--- src/rtl/bstk_pkg.sv ---
package bstk_pkg;
  typedef enum logic [1:0] {
    ST_IDLE     = 2'd0,
    ST_PUSH     = 2'd1,
    ST_PULL_RD  = 2'd2,
    ST_PULL_CAP = 2'd3
  } bstk_state_e;

  typedef enum logic [1:0] {
    SP_HOLD = 2'd0,
    SP_LOAD = 2'd1,
    SP_INC  = 2'd2,
    SP_DEC  = 2'd3
  } sp_op_e;
endpackage

--- src/rtl/bstk_ptr.sv ---
module bstk_ptr
  import bstk_pkg::*;
#(
  parameter int          AW     = 16,
  parameter logic [AW-1:0] SP_RST = '0
) (
  input  logic          clk,
  input  logic          rst_n,
  input  sp_op_e        op_i,
  input  logic [AW-1:0] load_val_i,
  output logic [AW-1:0] sp_o
);
  localparam logic [AW-1:0] ONE = AW'(1);

  logic [AW-1:0] sp_q, sp_d;
  logic          sp_en;

  always_comb begin
    sp_en = 1'b1;
    sp_d  = sp_q;
    unique case (op_i)
      SP_LOAD: sp_d = load_val_i;
      SP_INC:  sp_d = sp_q + ONE;
      SP_DEC:  sp_d = sp_q - ONE;
      default: sp_en = 1'b0;
    endcase
  end

  always_ff @(posedge clk or negedge rst_n) begin
    if (!rst_n)     sp_q <= SP_RST;
    else if (sp_en) sp_q <= sp_d;
  end

  assign sp_o = sp_q;
endmodule

--- src/rtl/bstk_acc.sv ---
module bstk_acc #(
  parameter int DW = 8
) (
  input  logic          clk,
  input  logic          rst_n,
  input  logic          we_a_i,
  input  logic          we_b_i,
  input  logic [DW-1:0] din_i,
  output logic [DW-1:0] acc_a_o,
  output logic [DW-1:0] acc_b_o
);
  logic [DW-1:0] a_q, b_q;

  always_ff @(posedge clk or negedge rst_n) begin
    if (!rst_n)      a_q <= '0;
    else if (we_a_i) a_q <= din_i;
  end

  always_ff @(posedge clk or negedge rst_n) begin
    if (!rst_n)      b_q <= '0;
    else if (we_b_i) b_q <= din_i;
  end

  assign acc_a_o = a_q;
  assign acc_b_o = b_q;
endmodule

--- src/rtl/bstk_seq.sv ---
module bstk_seq
  import bstk_pkg::*;
(
  input  logic        clk,
  input  logic        rst_n,
  input  logic        load_i,
  input  logic        push_i,
  input  logic        pull_i,
  input  logic        sel_b_i,
  output bstk_state_e state_o,
  output logic        sel_b_q_o,
  output sp_op_e      sp_op_o,
  output logic        acc_we_a_o,
  output logic        acc_we_b_o
);
  bstk_state_e state_q, state_d;
  logic        sel_q, sel_d, sel_en;

  always_comb begin
    state_d    = state_q;
    sp_op_o    = SP_HOLD;
    sel_en     = 1'b0;
    sel_d      = sel_b_i;
    acc_we_a_o = 1'b0;
    acc_we_b_o = 1'b0;
    if (load_i) begin
      sp_op_o = SP_LOAD;
      state_d = ST_IDLE;
    end else begin
      unique case (state_q)
        ST_IDLE: begin
          if (push_i) begin
            state_d = ST_PUSH;
            sel_en  = 1'b1;
          end else if (pull_i) begin
            state_d = ST_PULL_RD;
            sel_en  = 1'b1;
            sp_op_o = SP_INC;
          end
        end
        ST_PUSH: begin
          sp_op_o = SP_DEC;
          state_d = ST_IDLE;
        end
        ST_PULL_RD: state_d = ST_PULL_CAP;
        ST_PULL_CAP: begin
          acc_we_a_o = ~sel_q;
          acc_we_b_o = sel_q;
          state_d    = ST_IDLE;
        end
        default: state_d = ST_IDLE;
      endcase
    end
  end

  always_ff @(posedge clk or negedge rst_n) begin
    if (!rst_n) state_q <= ST_IDLE;
    else        state_q <= state_d;
  end

  always_ff @(posedge clk or negedge rst_n) begin
    if (!rst_n)      sel_q <= 1'b0;
    else if (sel_en) sel_q <= sel_d;
  end

  assign state_o   = state_q;
  assign sel_b_q_o = sel_q;
endmodule

--- src/rtl/byte_stack_engine.sv ---
module byte_stack_engine
  import bstk_pkg::*;
#(
  parameter int              AW     = 16,
  parameter int              DW     = 8,
  parameter logic [AW-1:0]   SP_RST = AW'(16'h00FF)
) (
  input  logic          clk,
  input  logic          rst_n,
  input  logic          sp_load_i,
  input  logic [AW-1:0] sp_load_val_i,
  input  logic          push_i,
  input  logic          pull_i,
  input  logic          sel_b_i,
  output logic          busy_o,
  output logic          done_o,
  output logic [AW-1:0] mem_addr_o,
  output logic          mem_we_o,
  output logic [DW-1:0] mem_wdata_o,
  input  logic [DW-1:0] mem_rdata_i,
  output logic [AW-1:0] sp_o,
  output logic [DW-1:0] acc_a_o,
  output logic [DW-1:0] acc_b_o
);
  localparam int SYNC_STAGES = 2;

  logic [SYNC_STAGES-1:0] rst_sync_q;
  logic                   rst_q_n;

  always_ff @(posedge clk or negedge rst_n) begin
    if (!rst_n) rst_sync_q <= '0;
    else        rst_sync_q <= {rst_sync_q[SYNC_STAGES-2:0], 1'b1};
  end
  assign rst_q_n = rst_sync_q[SYNC_STAGES-1];

  bstk_state_e state;
  sp_op_e      sp_op;
  logic        sel_b_q, we_a, we_b;
  logic [AW-1:0] sp;

  bstk_seq u_seq (
    .clk        (clk),
    .rst_n      (rst_q_n),
    .load_i     (sp_load_i),
    .push_i     (push_i),
    .pull_i     (pull_i),
    .sel_b_i    (sel_b_i),
    .state_o    (state),
    .sel_b_q_o  (sel_b_q),
    .sp_op_o    (sp_op),
    .acc_we_a_o (we_a),
    .acc_we_b_o (we_b)
  );

  bstk_ptr #(.AW(AW), .SP_RST(SP_RST)) u_ptr (
    .clk        (clk),
    .rst_n      (rst_q_n),
    .op_i       (sp_op),
    .load_val_i (sp_load_val_i),
    .sp_o       (sp)
  );

  bstk_acc #(.DW(DW)) u_acc (
    .clk     (clk),
    .rst_n   (rst_q_n),
    .we_a_i  (we_a),
    .we_b_i  (we_b),
    .din_i   (mem_rdata_i),
    .acc_a_o (acc_a_o),
    .acc_b_o (acc_b_o)
  );

  assign busy_o      = (state != ST_IDLE);
  assign done_o      = (state == ST_PUSH) || (state == ST_PULL_CAP);
  assign mem_we_o    = (state == ST_PUSH);
  assign mem_addr_o  = sp;
  assign mem_wdata_o = sel_b_q ? acc_b_o : acc_a_o;
  assign sp_o        = sp;
endmodule

--- config.mk ---
export PLATFORM = sky130hd
export DESIGN_NAME = byte_stack_engine
export DESIGN_NICKNAME = d
export VERILOG_FILES = /design/src/rtl/bstk_pkg.sv /design/src/rtl/bstk_ptr.sv /design/src/rtl/bstk_acc.sv /design/src/rtl/bstk_seq.sv /design/src/rtl/byte_stack_engine.sv
export SDC_FILE = /design/constraint.sdc
export NUM_CORES = 1
export LEC_CHECK = 0
export ABC_AREA = 1
export ABC_CLOCK_PERIOD_IN_PS = 1250
export BUFFER_PORTS_ARGS = -buffer_cell sky130_fd_sc_hd__buf_4
export CAP_MARGIN = 10
export CORE_MARGIN = 2
export CORE_UTILIZATION = 45
export CTS_BUF_LIST = sky130_fd_sc_hd__clkbuf_4
export DETAILED_ROUTE_END_ITERATION = 10
export GPL_ROUTABILITY_DRIVEN = 0
export GPL_TIMING_DRIVEN = 0
export HOLD_SLACK_MARGIN = 0.06
export PLACE_DENSITY = 0.72
export SYNTH_ARGS = -nofsm -noshare
export SYNTH_HDL_FRONTEND = slang
export SYNTH_HIERARCHICAL = 1
export SYNTH_SLANG_ARGS = --single-unit
--- constraint.sdc ---
create_clock -name clk -period 1.25 [get_ports clk]
set_input_delay 0.0625 -clock clk [delete_from_list [all_inputs] [get_ports clk]]
set_output_delay 0.0625 -clock clk [all_outputs]
set_load 0.02 [all_outputs]
======== Yosys cells after proc, flatten, opt, wreduce, memory -nomap -nowiden ========
Index checks and enable logic that the tools add are counted.
word-level totals
  logic and storage cells ................. 42
  register bits ........................... 37
  output and inout port bits .............. 59
  input bits .............................. 30
operators by class
  reduce and logical (&&, ||, !) cells .... 7
  $add $sub $neg .......................... 2
  equal/unequal tests ..................... 7
  mux-type cells .......................... 19
  bitwise logic cells ..................... 1
operators with widths
  cell                                                                    number
  16-bit case mux with 3 select lines                                     1
  16-bit by 1-bit adder with 16-bit output (second input constant)        1
  16-bit by 1-bit subtractor with 16-bit output (second input constant)   1
  2-bit two-way mux                                                       6
  1-bit two-way mux                                                       9
  2-bit equality test (second input constant)                             4
  8-bit two-way mux                                                       1
  2-bit case mux with 3 select lines                                      1
  2-bit by 1-bit equality test with 1-bit output (second input constant)  2
  4-bit inequality test (second input constant)                           1
  2-bit case mux with 2 select lines                                      1
  3-bit nonzero test                                                      1
  3-bit OR reduction                                                      1
  2-bit zero test                                                         1
  2-bit AND reduction                                                     1
  2-bit nonzero test                                                      1
  2-bit OR reduction                                                      1
  1-bit logical OR                                                        1
  1-bit inverter                                                          1

======== Longest topological paths before layout ========
  depth after elaboration ................. 8
  gate-level depth with buffers ........... 22
  gate-level depth less buffers ........... 21

======== Cells and area by module ========
Netlist, hierarchy kept.
modules (own cells, without submodules)
  module             instances  area each (µm²)  cells each  seq. area each (µm²)
  bstk_ptr           1          1650.3           278         410.4
  bstk_acc           1          610.6            68          400.4
  byte_stack_engine  1          296.5            49          50.0
  bstk_seq           1          185.2            26          75.1

======== Least setup slack after synthesis ========
Ideal clock, no wire load.
  kind .................................... register -> register
  start ................................... register u_seq.state_q[1] (netlist: u_seq/state_o[1])
  end ..................................... register u_ptr.sp_q[10] (netlist: u_ptr/sp_o[10])
  arrival ................................. 2.078 ns
  required time ........................... 1.133 ns
  clock period less this slack ............ 2.195 ns
  stages on the path, launching flop included .. 22
  library setup time ...................... 0.117 ns
  buffers on the path ..................... 1
  slack ................................... -0.945 ns
  cells stage by stage .................... dfrtp_1 -> or2_0 -> a21oi_2 -> nand2_2 -> buf_6 -> nand2_2 -> nand2_1 -> inv_1 -> ha_1 -> inv_1 -> nand2_1 -> inv_1 -> nor2_2 -> nand2_1 -> nand2_2 -> nand2_1 -> nand2_2 -> nand2_1 -> nand2_1 -> nand2_1 -> nand3_1 -> nand2_1
on the way
  longest elaborated chain between the ends .. 7
RTL lines
  element                                                                                       RTL line                 text
  start: declaration                                                                            bstk_seq.sv:16           bstk_state_e state_q, state_d;
  start signal: assignment                                                                      bstk_seq.sv:58           else state_q <= state_d;
  2-bit by 1-bit equality test with 1-bit output / 2-bit zero test (equally long branches)      bstk_seq.sv:30           unique case (state_q)
  2-bit case mux with 2 select lines (*)                                                        bstk_seq.sv:30
  2-bit two-way mux (*)                                                                         bstk_seq.sv:26           if (load_i) begin
  via sp_op[1]                                                                                  byte_stack_engine.sv:37  sp_op_e sp_op;
  2-bit by 1-bit equality test with 1-bit output / 2-bit equality test (equally long branches)  bstk_ptr.sv:21           unique case (op_i)
  3-bit OR reduction (no source line)                                                           -
  1-bit two-way mux                                                                             bstk_ptr.sv:21
  2-bit AND reduction (no source line)                                                          -
  end signal: assignment                                                                        bstk_ptr.sv:31           else if (sp_en) sp_q <= sp_d;
  end: declaration                                                                              bstk_ptr.sv:15           logic [AW-1:0] sp_q, sp_d;
Mark *: on every way through the listed nets, which the timed path passes. The rest lies on a longest branch.
A chain may end at the register's enable or synchronous reset.

======== Final worst setup path ========
  start ................................... register u_seq.state_q[1] (netlist: u_seq/state_o[1])
  end ..................................... register u_ptr.sp_q[14] (netlist: u_ptr/sp_o[14])
The elaborated chain is that of the path after synthesis.

==> flow_results.org <==
** Routing
- Per-cell routed wire length :: 15.0 um
- In the routed layout, each cell is associated on average with a via count of 5.34.
- The first routing iteration left 436 violations.
- The first detailed-routing pass took 5 iterations.
- Detailed routing inserted a total of 3500 vias.
- Drt drc :: 0
- Summed over all layers, the routed wires come to 9840 um.
- The count of nets left with antenna violations once routing finished came out at 0.

** Place
- Placed instance area :: 3500 um^2
- Estimated wirelength of the detail-placed design :: 5590 um
- Post-Place Cells :: 584
- Buffers placed on the I/O ports in this run total 88.
- Prior to clock tree synthesis, the placed netlist has a worst setup slack of -1.28 ns.

** Yosys
- Counting every net in the synthesized netlist gives 452.
- In the synthesized netlist, the number of instances is 421.
- The mapped netlist covers 2740 um^2.
- Proportion of synthesized flip-flops having asynchronous set or reset :: 1.00
- Sequential share of the synthesized area :: 0.341
- Simple-gate area share of the yosys netlist :: 0.385
- Of the total synthesized cell area, the portion taken by full adders, half adders and majority gates is 0.00456.
- EDFF count, synth :: 0
- Synthesized-area fraction occupied by ao, oa, aoi and oai cells :: 0.104
- In the synthesized netlist the dominant register cell turns out to be sky130_fd_sc_hd__dfrtp_1.
- Of the total synthesized cell area, the portion taken by XOR and XNOR cells is 0.00958.
- Main combinational cell family by area after synthesis :: simple AND/OR/NAND/NOR gates
- Dividing the synthesized area by the synthesized cell count gives 6.51 um^2.
- Yosys reg bits :: 37
- Synthesis warning total :: 6
- Distinct cell type count of the synthesized netlist :: 38
- Multiplexer fraction of the synthesized cell area :: 0

** GRT
- Global routing usage summed across all routing layers :: 0.271
- Global-route wire length before repair :: 13900 um
- Entering global routing, the biggest net connects 36 pins.
- Number of antenna violations at the first check in global routing :: 0
- Via count of the first global-routing pass :: 3019
- Total congestion overflow :: 0

** Clock network
- Buffer depth of the longest clock path :: 2
- Clock tree root driver cell :: sky130_fd_sc_hd__clkbuf_4
- After clock tree synthesis, the clock-pin slew on the worst setup and hold paths is 0.14 ns.
- CTS built an H-tree with a depth of 2.
- CTS saw 37 sinks.
- TritonCTS created 5 clock buffers.
- The clock reaches the later pin of the worst-skew pair after 0.36 ns.
- TritonCTS built the clock tree.

** Layout
- Area Growth Syn to Fin :: 71.4%
- Fill count :: 385
- In the final design database the tool counted 611 nets.
- Number of cells in the finished layout apart from fillers :: 656
- In the final layout, the share of cells above drive strength 1 is 0.451.
- The number of antenna diodes in the final layout is 0.
- The finished cells cover 4700 um^2.

** Timing
- Slew of the pin with the lowest slew margin :: 0.808 ns
- # setup viols final :: 52
- Number of failing hold endpoints at the final stage :: 0
- Setup WS post-layout :: -1.14 ns
- The number of max-slew violations in the final report was 0.
- RSZ-0062 raised after global routing :: yes
- Worst rel slew slack :: 0.461
- After layout, the minimum clock period comes to 2.39 ns.
- TNS Setup :: -22.35 ns
- Worst clock skew :: 0.00922 ns
- Highest clock frequency the design can meet :: 418 MHz
- Period utilisation layout :: 1.91

** Worst setup path
- Data arrival time at the worst-slack endpoint :: 2.66 ns
- In this run the worst path has a maximum fanout of 6.
- Critical R2R Launch :: u_seq/state_o[1]$_DFFE_PN0P_
- On the critical path, the stage with the largest delay is an instance of sky130_fd_sc_hd__dfrtp_2.
- Critical setup path kind :: register to register
- Largest stage delay on the critical path :: 0.48 ns
- The worst setup path is launched from a register.
- The critical path goes through or2_4 > a21oi_4 > nand2_2 > buf_6 > nand2_4 > nand2_2 > inv_2 > ha_4 > inv_2 > nand2_2 > inv_2 > nor2_4 > nand2_2 > nand2_4 > nand2_4 > nand2_4 > nand2_4 > nand2_2 > nand2_1 > nand3_1 > nand2_1.
- The critical path starts at u_seq/state_o[1]$_DFFE_PN0P_.
- Critical path required time :: 1.52 ns
- Nature of the critical path endpoint :: register

** Power and ir drop
- Pwr dens :: 1270 nW/um^2
- IR Drop Worst-Case VDD :: 0.000844 V
- Cell leakage power :: 2.50 nW

** Die
- Measured along the x axis, the die boundary spans 82.1 um.
- After floorplanning, the core was divided into 28 placement rows.
- For this design the top-level I/O count stands at 89.
- For this configuration, the core starts out at a cell density of 0.463.
- Die height :: 82.1 um
- Core Region :: 5920 um^2
- Overall die area :: 6740 um^2

** Outcome
- Run status :: complete, but fails checks
- Failing checks :: negative setup slack

** Min path
- Worst min-delay path category :: input pin to register
- The worst hold path begins at sp_load_i.

** Run
- Across the run, the number of max-cap violations was 0.
[final cells by class]
type / instances / area [um^2] / area share
multi-input cells: 304 / 1690 / 0.360
repair buffers: 154 / 1400 / 0.297
flip-flops and latches: 37 / 938 / 0.200
plain buffers: 27 / 299 / 0.0636
inverters: 51 / 218 / 0.0463
well taps: 75 / 93.8 / 0.0200
clock buffers: 5 / 37.5 / 0.00799
clock inverters: 3 / 21.3 / 0.00453
[synth_stat cells, drive strengths merged (3+ instances only)]
cell type  instances  area share
dfstp              8       0.077
clkbuf             3      0.0041
o211ai             3      0.0082
a21oi             15       0.029
o21ai             21       0.038
dfrtp             29        0.26
o21bai             5       0.018
buf               26       0.078
nand2            182        0.26
nand3             34       0.062
nor2              25       0.036
inv               49       0.067
and2               3      0.0068
[layer usage]
metal / track usage / share of wire / wire length (um) / vias up
met4: 0.100 / 0.022 / 212 / 0
met1: 0.349 / 0.40 / 3900 / 1635
met2: 0.455 / 0.50 / 4940 / 224
met3: 0.0451 / 0.081 / 795 / 27
li1: - / - / - / 1614
met5: 0 / 0 / 0 / -
[cells in the final DEF, fill, tap and decap left out, drive strengths merged, types with 2 or more instances in the layout]
cell type	Yosys	layout
nand2	182	182
buf	26	148
inv	49	49
nand3	34	34
dlygate4sd3	0	29
dfrtp	29	29
nor2	25	25
o21ai	21	21
a21oi	15	15
clkbuf	3	9
dfstp	8	8
o21bai	5	5
clkinv	2	4
and2	3	3
o211ai	3	3
or2	2	2
nand3b	2	2
xor2	2	2
[through the flow]
| stage | utilization | hold slack, ns | power (mW) |
|---|---|---|---|
| detailed placement | 0.591 | -0.154 | 4.36 |
| finish | 0.794 | 0.128 | 5.98 |
| global route | 0.794 | 0.132 | 6.31 |
| floorplan | - | -0.233 | 3.35 |
| CTS | 0.715 | 0.0638 | 5.52 |
| global placement | 0.591 | -0.154 | 4.30 |
[state kept, by name, summed over array words and instances (netlist names)]
name	flops
u_acc/acc_a_o	8
rst_sync_q	2
u_acc/acc_b_o	8
u_seq/state_o	2
u_ptr/sp_o	16
u_seq/sel_b_q_o	1
[critical path, delay by kind of cell (launching register included)]
family | cells | cell delay [ns]
compound gates | 1 | 0.16
fa+ha+maj | 1 | 0.12
buf+inv | 4 | 0.28
flops | 1 | 0.48
simple gates | 15 | 1.26
[report_power, final]
part	switching (mW)	internal, mW
clock network	0.477	0.223
logic	1.84	1.62
registers	0.341	1.48
[worst paths after layout]
kind / end / slack (ns) / depth (start not counted)
setup reg to reg: u_ptr/sp_o[14]$_DFFE_PN0P_ / -1.14 / 21
max in group asynchronous: u_seq/state_o[1]$_DFFE_PN0P_ / 0.33 / 0
hold / removal: u_acc/acc_a_o[5]$_DFFE_PN0P_ / 0.13 / 5
setup / recovery: u_ptr/sp_o[14]$_DFFE_PN0P_ / -1.14 / 21
min in group asynchronous: u_acc/acc_a_o[5]$_DFFE_PN0P_ / 0.37 / 0
hold reg to reg: u_acc/acc_a_o[5]$_DFFE_PN0P_ / 0.37 / 0
[timing repair]
item | 4_1_cts | 5_1_grt
pin swaps | 14 | 26
hold buffers | 29 | 0
setup buffers | 19 | 16
gates resized for setup | 78 | 85
hold endpoints to repair | 37 | 0
setup endpoints to repair | 42 | 53
gates cloned | 1 | 2
[kinds of logic (layout without fill, tap and decap cells)]
logic type / count (synthesis) / after routing
xor+xnor: 3 / 3
simple gates: 251 / 251
compound gates: 48 / 48
other cells: 1 / 1
buf+inv: 80 / 240
fa+ha+maj: 1 / 1
flops: 37 / 37
Note: power is estimated with default switching activity, not from simulation.
